===== src/rtl/pflash_pkg.sv =====
package pflash_pkg;

    typedef enum logic [1:0] {
        PH_IDLE,
        PH_ARG,
        PH_DATA,
        PH_CONFIRM
    } phase_t;

    typedef enum logic [2:0] {
        MD_ARRAY,
        MD_PROG,
        MD_ERASE,
        MD_LOCK,
        MD_STATUS,
        MD_IDENT,
        MD_QUERY,
        MD_BUFWR
    } mode_t;

    localparam logic [7:0] OP_PROG_A   = 8'h10;
    localparam logic [7:0] OP_PROG_B   = 8'h40;
    localparam logic [7:0] OP_ERASE    = 8'h20;
    localparam logic [7:0] OP_CLEAR    = 8'h50;
    localparam logic [7:0] OP_LOCK     = 8'h60;
    localparam logic [7:0] OP_STATUS   = 8'h70;
    localparam logic [7:0] OP_IDENT    = 8'h90;
    localparam logic [7:0] OP_QUERY    = 8'h98;
    localparam logic [7:0] OP_BUFWR    = 8'hE8;
    localparam logic [7:0] OP_CONFIRM  = 8'hD0;
    localparam logic [7:0] OP_LOCK_ALT = 8'h01;

    localparam int RDY_BIT = 7;

endpackage


===== src/rtl/pflash_seq.sv =====
// Command-sequence decoder: write phase, latched mode, status and burst count.
module pflash_seq
    import pflash_pkg::*;
#(
    parameter int CNT_W = 7
) (
    input  logic             clk,
    input  logic             rst_n,
    input  logic             wr_en,
    input  logic [7:0]       op,
    input  logic [CNT_W-1:0] cnt_in,
    output phase_t           phase,
    output mode_t            mode,
    output logic [7:0]       status,
    output logic             arr_we,
    output logic             arr_erase
);

    phase_t           nxt_phase;
    mode_t            nxt_mode;
    logic [7:0]       nxt_status;
    logic [CNT_W-1:0] count_q;
    logic [CNT_W-1:0] nxt_count;

    // State register
    always_ff @(posedge clk or negedge rst_n) begin
        if (!rst_n) begin
            phase   <= PH_IDLE;
            mode    <= MD_ARRAY;
            status  <= 8'h00;
            count_q <= '0;
        end else begin
            phase   <= nxt_phase;
            mode    <= nxt_mode;
            status  <= nxt_status;
            count_q <= nxt_count;
        end
    end

    // Next state and array strobes
    always_comb begin
        nxt_phase  = phase;
        nxt_mode   = mode;
        nxt_status = status;
        nxt_count  = count_q;
        arr_we     = 1'b0;
        arr_erase  = 1'b0;
        if (wr_en) begin
            unique case (phase)
                PH_IDLE: begin
                    case (op)
                        OP_PROG_A, OP_PROG_B: begin
                            nxt_phase = PH_ARG;
                            nxt_mode  = MD_PROG;
                        end
                        OP_ERASE: begin
                            arr_erase           = 1'b1;
                            nxt_status[RDY_BIT] = 1'b1;
                            nxt_phase           = PH_ARG;
                            nxt_mode            = MD_ERASE;
                        end
                        OP_CLEAR: begin
                            nxt_status = 8'h00;
                            nxt_mode   = MD_ARRAY;
                        end
                        OP_LOCK: begin
                            nxt_phase = PH_ARG;
                            nxt_mode  = MD_LOCK;
                        end
                        OP_STATUS: nxt_mode = MD_STATUS;
                        OP_IDENT:  nxt_mode = MD_IDENT;
                        OP_QUERY: begin
                            nxt_phase = PH_ARG;
                            nxt_mode  = MD_QUERY;
                        end
                        OP_BUFWR: begin
                            nxt_status[RDY_BIT] = 1'b1;
                            nxt_phase           = PH_ARG;
                            nxt_mode            = MD_BUFWR;
                        end
                        default: begin
                            nxt_phase = PH_IDLE;
                            nxt_mode  = MD_ARRAY;
                        end
                    endcase
                end
                PH_ARG: begin
                    case (mode)
                        MD_PROG: begin
                            arr_we              = 1'b1;
                            nxt_status[RDY_BIT] = 1'b1;
                            nxt_phase           = PH_IDLE;
                            nxt_mode            = MD_ARRAY;
                        end
                        MD_ERASE: begin
                            nxt_phase = PH_IDLE;
                            if (op == OP_CONFIRM) begin
                                nxt_status[RDY_BIT] = 1'b1;
                            end else begin
                                nxt_mode = MD_ARRAY;
                            end
                        end
                        MD_LOCK: begin
                            nxt_phase = PH_IDLE;
                            if (op == OP_CONFIRM || op == OP_LOCK_ALT) begin
                                nxt_status[RDY_BIT] = 1'b1;
                            end else begin
                                nxt_mode = MD_ARRAY;
                            end
                        end
                        MD_BUFWR: begin
                            nxt_count = cnt_in;
                            nxt_phase = PH_DATA;
                        end
                        default: begin
                            nxt_phase = PH_IDLE;
                            nxt_mode  = MD_ARRAY;
                        end
                    endcase
                end
                PH_DATA: begin
                    arr_we              = 1'b1;
                    nxt_status[RDY_BIT] = 1'b1;
                    if (count_q == '0) begin
                        nxt_phase = PH_CONFIRM;
                    end else begin
                        nxt_count = count_q - CNT_W'(1);
                    end
                end
                PH_CONFIRM: begin
                    nxt_phase = PH_IDLE;
                    if (op == OP_CONFIRM) begin
                        nxt_status[RDY_BIT] = 1'b1;
                    end else begin
                        nxt_mode = MD_ARRAY;
                    end
                end
            endcase
        end
    end

endmodule


===== src/rtl/pflash_store.sv =====
// Register array with a one-word write port and a whole-sector erase.
module pflash_store #(
    parameter int DATA_W     = 16,
    parameter int WORDS      = 128,
    parameter int SECT_WORDS = 16
) (
    input  logic                     clk,
    input  logic                     rst_n,
    input  logic                     we,
    input  logic                     erase,
    input  logic [$clog2(WORDS)-1:0] waddr,
    input  logic [DATA_W-1:0]        wdata,
    input  logic [$clog2(WORDS)-1:0] raddr,
    output logic [DATA_W-1:0]        rdata
);

    localparam int WA_W   = $clog2(WORDS);
    localparam int SEC_SH = $clog2(SECT_WORDS);
    localparam int SW     = WA_W - SEC_SH;

    logic [DATA_W-1:0] cell_rd [WORDS];
    logic [SW-1:0]     tgt_sect;

    assign tgt_sect = waddr[WA_W-1:SEC_SH];

    for (genvar gi = 0; gi < WORDS; gi++) begin : g_cell
        localparam int SECT_OF = gi / SECT_WORDS;
        logic [DATA_W-1:0] cell_q;

        always_ff @(posedge clk or negedge rst_n) begin
            if (!rst_n) begin
                cell_q <= '1;
            end else if (erase && tgt_sect == SW'(SECT_OF)) begin
                cell_q <= '1;
            end else if (we && waddr == WA_W'(gi)) begin
                cell_q <= wdata;
            end
        end

        assign cell_rd[gi] = cell_q;
    end

    assign rdata = cell_rd[raddr];

endmodule


===== src/rtl/pflash_query.sv =====
// Fixed query table, computed from the geometry parameters.
module pflash_query #(
    parameter int ADDR_W      = 8,
    parameter int TOTAL_BYTES = 256,
    parameter int SECT_BYTES  = 32,
    parameter int SECTORS     = 8,
    parameter int QRY_LEN     = 'h36
) (
    input  logic [ADDR_W-1:0] idx,
    output logic [7:0]        qbyte
);

    localparam int SIZE_LOG2 = $clog2(TOTAL_BYTES);
    localparam int BUF_LOG2  = $clog2(SECT_BYTES);
    localparam int LAST_SECT = SECTORS - 1;

    always_comb begin
        qbyte = 8'h00;
        if (int'(idx) <= QRY_LEN) begin
            case (int'(idx))
                'h10: qbyte = 8'h51;
                'h11: qbyte = 8'h52;
                'h12: qbyte = 8'h59;
                'h13: qbyte = 8'h01;
                'h15: qbyte = 8'h31;
                'h1B: qbyte = 8'h45;
                'h1C: qbyte = 8'h55;
                'h1F: qbyte = 8'h07;
                'h20: qbyte = 8'h07;
                'h21: qbyte = 8'h0A;
                'h23: qbyte = 8'h04;
                'h24: qbyte = 8'h04;
                'h25: qbyte = 8'h04;
                'h27: qbyte = 8'(SIZE_LOG2);
                'h28: qbyte = 8'h02;
                'h2A: qbyte = 8'(BUF_LOG2);
                'h2C: qbyte = 8'h01;
                'h2D: qbyte = 8'(LAST_SECT);
                'h2E: qbyte = 8'(LAST_SECT >> 8);
                'h2F: qbyte = 8'(SECT_BYTES >> 8);
                'h30: qbyte = 8'(SECT_BYTES >> 16);
                'h31: qbyte = 8'h50;
                'h32: qbyte = 8'h52;
                'h33: qbyte = 8'h49;
                'h34: qbyte = 8'h31;
                'h35: qbyte = 8'h31;
                default: qbyte = 8'h00;
            endcase
        end
    end

endmodule


===== src/rtl/pflash_cmd_if.sv =====
// Top: ties the decoder, the array and the query table to a registered read path.
module pflash_cmd_if
    import pflash_pkg::*;
#(
    parameter int          DATA_W     = 16,
    parameter int          ADDR_W     = 8,
    parameter int          SECT_WORDS = 16,
    parameter logic [15:0] MANUF_ID   = 16'h0089,
    parameter logic [15:0] DEVICE_ID  = 16'h0018
) (
    input  logic              clk,
    input  logic              rst_n,
    input  logic              wr_en,
    input  logic              rd_en,
    input  logic [ADDR_W-1:0] addr,
    input  logic [DATA_W-1:0] wdata,
    output logic [DATA_W-1:0] rdata
);

    localparam int BYTES   = DATA_W / 8;
    localparam int BYTE_SH = $clog2(BYTES);
    localparam int WORDS   = (1 << ADDR_W) / BYTES;
    localparam int WA_W    = ADDR_W - BYTE_SH;
    localparam int SECTORS = WORDS / SECT_WORDS;

    phase_t            phase_q;
    mode_t             mode_q;
    logic [7:0]        status_q;
    logic              arr_we;
    logic              arr_erase;
    logic [WA_W-1:0]   word_addr;
    logic [ADDR_W-1:0] idx;
    logic [DATA_W-1:0] arr_word;
    logic [7:0]        qry_byte;
    logic [DATA_W-1:0] rd_mux;

    assign word_addr = addr[ADDR_W-1:BYTE_SH];
    assign idx       = addr >> BYTE_SH;

    pflash_seq #(
        .CNT_W (WA_W)
    ) u_seq (
        .clk       (clk),
        .rst_n     (rst_n),
        .wr_en     (wr_en),
        .op        (wdata[7:0]),
        .cnt_in    (wdata[WA_W-1:0]),
        .phase     (phase_q),
        .mode      (mode_q),
        .status    (status_q),
        .arr_we    (arr_we),
        .arr_erase (arr_erase)
    );

    pflash_store #(
        .DATA_W     (DATA_W),
        .WORDS      (WORDS),
        .SECT_WORDS (SECT_WORDS)
    ) u_store (
        .clk   (clk),
        .rst_n (rst_n),
        .we    (arr_we),
        .erase (arr_erase),
        .waddr (word_addr),
        .wdata (wdata),
        .raddr (word_addr),
        .rdata (arr_word)
    );

    pflash_query #(
        .ADDR_W      (ADDR_W),
        .TOTAL_BYTES (1 << ADDR_W),
        .SECT_BYTES  (SECT_WORDS * BYTES),
        .SECTORS     (SECTORS)
    ) u_query (
        .idx   (idx),
        .qbyte (qry_byte)
    );

    // Read source chosen by the latched mode
    always_comb begin
        unique case (mode_q)
            MD_ARRAY, MD_PROG: rd_mux = arr_word;
            MD_ERASE, MD_LOCK, MD_STATUS, MD_BUFWR: rd_mux = DATA_W'(status_q);
            MD_IDENT: begin
                if (idx == '0) begin
                    rd_mux = DATA_W'(MANUF_ID);
                end else if (idx == ADDR_W'(1)) begin
                    rd_mux = DATA_W'(DEVICE_ID);
                end else begin
                    rd_mux = '0;
                end
            end
            MD_QUERY: rd_mux = DATA_W'(qry_byte);
        endcase
    end

    // Registered read port
    always_ff @(posedge clk or negedge rst_n) begin
        if (!rst_n) begin
            rdata <= '0;
        end else if (rd_en) begin
            rdata <= rd_mux;
        end
    end

endmodule


===== config.mk =====
export PLATFORM = sky130hd
export DESIGN_NAME = pflash_cmd_if
export DESIGN_NICKNAME = d
export VERILOG_FILES = /design/src/rtl/pflash_pkg.sv /design/src/rtl/pflash_seq.sv /design/src/rtl/pflash_store.sv /design/src/rtl/pflash_query.sv /design/src/rtl/pflash_cmd_if.sv
export SDC_FILE = /design/constraint.sdc
export NUM_CORES = 2
export LEC_CHECK = 0
export ABC_CLOCK_PERIOD_IN_PS = 3100
export BUFFER_PORTS_ARGS = -buffer_cell sky130_fd_sc_hd__buf_2
export CAP_MARGIN = 0
export CORE_MARGIN = 2
export CORE_UTILIZATION = 60
export DETAILED_ROUTE_END_ITERATION = 16
export PLACE_DENSITY = 0.76
export SLEW_MARGIN = 20
export SYNTH_ARGS = -nofsm -noshare
export SYNTH_HDL_FRONTEND = slang
export SYNTH_SLANG_ARGS = --single-unit

===== constraint.sdc =====
create_clock -name clk -period 3.1 [get_ports clk]
set_clock_uncertainty 0.2 [all_clocks]
set_input_delay 0.155 -clock clk [delete_from_list [all_inputs] [get_ports clk]]
set_output_delay 0.155 -clock clk [all_outputs]
set_load 0.01 [all_outputs]

## After elaboration in Yosys (flattened, before gate mapping)

Memories as Yosys holds them, arrays and structs flattened.
Cells that the tools add are included.

- Memories: 1
- Memory bits (read-only): 448
- Output and inout bits: 16
- Register bits after elaboration: 2077
- Logic and storage cells: 873
- Bits of input ports: 28

Memory list:

| name | depth | bits a word | read ports | clocked after memory_dff | wr ports | line | text |
|---|---|---|---|---|---|---|---|
| (name not given) | 64 | 7 | 1 | 0 | 0 | pflash_query.sv:20 | `case (int'(idx))` |

- Equal/unequal tests: 164
- Bitwise logic cells: 1
- Muxes and demuxes: 287
- Add/sub/neg operators: 1
- Magnitude comparators: 2
- Reductions and logical operators: 284

Operators with widths:

| cell | number |
|---|---|
| 16-bit 2-to-1 mux | 258 |
| 7-bit == test, second input constant | 64 |
| 2-bit nonzero test | 129 |
| 7-bit by 6-bit == test with 1-bit output, second input constant | 32 |
| 1-bit logical AND | 136 |
| 16-bit binary-select mux with 7-bit select | 1 |
| 7-bit by 5-bit == test with 1-bit output, second input constant | 16 |
| 16-bit one-hot mux with 4 select lines | 1 |
| 7-bit by 4-bit == test with 1-bit output, second input constant | 8 |
| 8-bit by 7-bit == test with 1-bit output, second input constant | 4 |
| 8-bit == test, second input constant | 4 |
| 7-bit by 3-bit == test with 1-bit output, second input constant | 4 |
| 3-bit == test, second input constant | 8 |
| 8-bit 2-to-1 mux | 3 |
| 3-bit one-hot mux with 7 select lines | 1 |
| 3-bit one-hot mux with 3 select lines | 2 |
| 7-bit by 2-bit == test with 1-bit output, second input constant | 2 |
| 7-bit zero test | 2 |
| 7-bit 2-to-1 mux | 2 |
| 7-bit one-hot mux with 2 select lines | 1 |
| 3-bit by 2-bit == test with 1-bit output, second input constant | 4 |
| 4-bit AND reduction | 3 |
| 8-bit by 1-bit == test with 1-bit output, second input constant | 1 |
| 8-bit by 5-bit == test with 1-bit output, second input constant | 1 |
| 33 further kinds | 52 |

## Longest topological paths before layout

- Depth in word-level cells: 7
- Depth in mapped cells: 16
- Depth with buffers taken out: 8

## Modules after synthesis

Synthesis repeated with hierarchy kept, for this count alone.

- Cells, all modules: 5983
- Area total of the unflattened synthesis: 98690.9 sq um

By module, submodules not included:

| module | cells each | area an instance (sq um) | instances |
|---|---|---|---|
| pflash_store | 5635 | 95900.7 | 1 |
| pflash_seq | 154 | 1266.2 | 1 |
| pflash_cmd_if | 119 | 997.2 | 1 |
| pflash_query | 75 | 526.8 | 1 |

## Worst setup path before layout

No wires, ideal clock.

- Kind: in2reg
- From: input addr[1]
- To: register rdata[0]
- Setup slack: 0.110 ns
- Library setup time: 0.101 ns
- Stages on the path: 15
- Arrival time: 2.689 ns
- Path through: buf_6 -> buf_12 -> buf_12 -> buf_8 -> buf_6 -> buf_6 -> buf_4 -> inv_1 -> ha_1 -> clkbuf_1 -> and3b_1 -> o21ai_0 -> nand4b_1 -> o311a_1 -> o32ai_1

- Longest elaborated chain between the ends: 5
- Elaborated cells between the ends (all ways): 11

Ends and longest elaborated chain:

| what | line | text |
|---|---|---|
| from (decl) | pflash_cmd_if.sv:15 | `input logic [ADDR_W-1:0] addr,` |
| 7-bit NOT with 8-bit output (implied by the code) | pflash_store.sv:43 | `assign rdata = cell_rd[raddr];` |
| 16-bit binary-select mux with 7-bit select | pflash_store.sv:43 |  |
| 16-bit 2-to-1 mux (implied by the code) (2 in a row) | pflash_store.sv:43 |  |
| 16-bit one-hot mux with 4 select lines * | pflash_cmd_if.sv:82 | `unique case (mode_q)` |
| to (signal assigned) | pflash_cmd_if.sv:103 | `rdata <= rd_mux;` |
| to (decl) | pflash_cmd_if.sv:17 | `output logic [DATA_W-1:0] rdata` |

Every way passes the cells marked *; elsewhere a longest branch is shown, timed or not. The select of a mux whose other input is x is not followed.
A chain may end at the register's enable or synchronous reset.

## Worst setup path in the final report

- From: register u_seq.phase[0]
- To: register u_store.g_cell[21].cell_q[1]

- Longest elaborated chain between the ends: 5
- Elaborated cells between the ends (all ways): 11

Ends and longest elaborated chain:

| what | line | text |
|---|---|---|
| from (decl) | pflash_seq.sv:12 | `output phase_t phase,` |
| from (signal assigned) | pflash_seq.sv:33 | `phase <= nxt_phase;` |
| 2-bit == test, or another cell as far along | pflash_seq.sv:49 | `unique case (phase)` |
| 1-bit one-hot mux with 2 select lines or 1-bit 2-to-1 mux (tied branches) | pflash_seq.sv:49 |  |
| 1-bit 2-to-1 mux | pflash_seq.sv:48 | `if (wr_en) begin` |
| 1-bit logical AND, on equally long branches | pflash_store.sv:35, pflash_store.sv:33 |  |
| 2-bit nonzero test (no line) or 16-bit 2-to-1 mux (tied branches) | - |  |
| to (signal assigned) | pflash_store.sv:36 | `cell_q <= wdata;` |
| to (decl) | pflash_store.sv:28 | `logic [DATA_W-1:0] cell_q;` |

Several ways; a longest one is shown, not always the timed one.

==> results by group <==
Timing
  • Period minus WS final: 3170 ps
  • RSZ-0062 raised after global routing: true
  • Fin crit share: 1.02
  • FMAX: 0.315 GHz
  • Setup violations, final: 24
  • Max-slew headroom: 0.242
  • Hold Violations, Final: 0
  • Fin. max-slew vios: 0
  • Worst slew pin tran: 1140 ps
  • TNS Setup: -558 ps
  • Final worst setup slack: -69.7 ps

Power and ir drop
  • Power per cell area: 561 mW/mm^2
  • Leak: 41.3 nW
  • Total power draw: 60.7 mW
  • Worst vdd ir: 536 uV

Logic synthesis
  • Flops & latches, synth: 2077
  • Number of synthesized flops with an enable pin: 0
  • Ys async rst share: 1.00
  • Syn_nets: 8533
  • Post-Syn Instances: 8491
  • Mapped Avg Cell Area: 11.2 sq um
  • Sequential area share after synthesis: 0.576
  • Yosys cell types: 84
  • Synth Flop Type: dfstp_2
  • Yosys warns: 0
  • Post-synth top area cell: dfstp_2
  • Ranking of synthesized cells by area: dfstp_2, mux4_2, a21oi_1
  • Cell Area, Synth: 0.0947 sq mm
  • Yosys top cell area share: 0.568

Floorplan
  • I/O Pins: 44
  • Rows: 145
  • Core ar.: 0.157 sq mm
  • Die Footprint: 0.161 sq mm
  • Initial Utilization: 0.605
  • Die Wd: 401 um
  • Die Height: 401 um

Job
  • Max Cap Viol: 0

Clock network
  • Worst-path clk slew: 60 ps
  • Root buf cell: clkbuf_16
  • H-tree levels: 4
  • CTS tree: done
  • Clk_lat worst skew: 880 ps
  • Post-CTS setup buffers: 0
  • Clock Sinks: 2077
  • Cts bufs inserted: 205
  • Max Root-Sink Buffers: 3

GRT
  • Number of global-route vias before repair: 70.7k
  • Gr ovfl total: 0
  • First-pass GRT wire length: 437 mm
  • Antenna violations before repair: 10
  • Tot GR Track Use: 0.360
  • Pin count of the biggest net entering global routing: 133

Finish
  • Cell Count, Final, Fillers Out: 10.7k
  • Share of cells above drive strength 1: 0.443
  • Most common cell after layout, fill and taps aside: dfstp_2
  • FILL cells: 10.3k
  • Final nets: 8556
  • Layout overhead on the synthesized area: 14.1%
  • Most frequent cells in the layout: dfstp_2, a21oi_1, nor2_1, mux4_2, buf_4

Run status
  • Status: finished with violations
  • Failing checks: setup timing

Detailed routing
  • TritonRoute pass-1 iters: 6
  • Antenna viol nets, final: 0
  • WL/cell: 27.1 um
  • Via count: 70.9k
  • Drt via density: 6.59
  • First DRT Iteration DRCs: 8665
  • DRC Markers: 0
  • Final wirelength: 291 mm

Placement
  • DPL Wire Length: 183 mm
  • GP Congestion: 0.938
  • Pre-CTS WS: -342 ps
  • Placed Cells: 10.3k
  • Input/output buffers: 42

Worst setup path
  • CP arrival: 3680 ps
  • CP Class: flop to flop
  • R2R Setup Slk: -70 ps
  • CP required: 3610 ps
  • Crit path capture type: flop
  • Crit Path Max Fanout: 16
  • CP Launch Type: flop

Min path
  • Worst hold path class: input port to asynchronous set/reset pin
cells by family (layout without fill, tap and decap cells):
family                   Yosys count  after routing  synth area share
AO/OA/AOI/OAI                   2317           2317             0.132
XOR/XNOR                           2              2          0.000185
adder cells (fa/ha/maj)           14             14           0.00185
buffers and inverters            797            988            0.0403
flip-flops                      2077           2077             0.576
multiplexers                     789            789             0.147
other                              0              6                 0
AND/OR/NAND/NOR                 2495           2495             0.103
path summary, 6_finish.rpt:
check / start / to / cells after the start
max: u_seq.phase[0] / u_store.g_cell[21].cell_q[1] / 10
min: rst_n / u_store.g_cell[6].cell_q[15] / 2
max reg2reg: u_seq.phase[0] / u_store.g_cell[21].cell_q[1] / 10
min reg2reg: u_store.g_cell[36].cell_q[7] / u_store.g_cell[36].cell_q[7] / 2
max in group asynchronous: rst_n / rdata[12] / 3
min in group clk: addr[2] / rdata[5] / 6
flip-flops by register name (all words and copies together) (netlist names), named ones only:
signal / count
u_seq.phase: 1
u_seq.status: 1
u_store.g_cell.cell_q: 2048
u_seq.count_q: 7
u_seq.mode: 3
rdata: 16
worst max-delay path, cell delays in order, from the launching register on:
cell     delay, ps
dfrtp_1        410
inv_1          100
ha_1           220
buf_4          160
and4b_1        180
nand3_1        140
buf_12         190
nor2_1          70
buf_4          260
nor2_1         850
a21oi_1        180
metrics by stage:
| step | area [sq um] | hold slack, ps | utilization |
|---|---|---|---|
| 2_1_floorplan | 94700 | -341 | - |
| 3_3_place_gp | 100000 | 56.8 | 0.641 |
| 3_5_place_dp | 100000 | 54.9 | 0.641 |
| 4_1_cts | 108000 | 108 | 0.688 |
| 5_1_grt | 108000 | 123 | 0.691 |
| 6_report | 108000 | 125 | 0.691 |
Yosys cell counts (28+ instances only):
cell type	n
mux2i_1	175
mux2_2	146
dfrtp_1	29
nand3_1	28
nor2_1	2222
buf_6	36
o22ai_1	34
dfstp_2	2048
o221ai_1	56
a21oi_1	1988
clkbuf_1	578
o21ai_0	34
a22oi_1	62
nand2_1	112
buf_2	94
mux4_2	465
layer usage:
layer	share of wire	up-vias	wire [um]	track usage
li1	-	29800	-	-
met1	0.37	36000	107000	0.473
met2	0.45	4091	131000	0.537
met3	0.12	956	36300	0.118
met4	0.057	8	16600	0.189
met5	0.00033	-	95	0.00238
final cells by class:
cell class,count,area [sq um],share of cell area
sequential,2077,54500,0.504
multi-input combinational,5617,37100,0.344
inverter,19,73.8,0.000683
antenna,6,15.0,0.000139
tap,2058,2570,0.0238
timing repair buffer,594,6680,0.0618
clock inverter,86,1110,0.0103
clock buffer,289,5990,0.0554
power by group:
part           total [mW]  internal, mW  switching, mW  leakage (nW)
Sequential           29.7          29.0          0.670          21.5
Clock                26.0          15.0           11.0          3.50
Combinational        5.08          1.88           3.20          16.3
repair_timing:
| action | 4_1_cts | 5_1_grt |
|---|---|---|
| endpoints found under the hold margin | 775 | 0 |
| endpoints found under the setup margin | 64 | 1365 |
| hold buffers | 27 | 0 |
| gates cloned | 0 | 0 |
| gates resized for setup | 9 | 119 |
No activity file was read; power rests on OpenSTA's default activity.
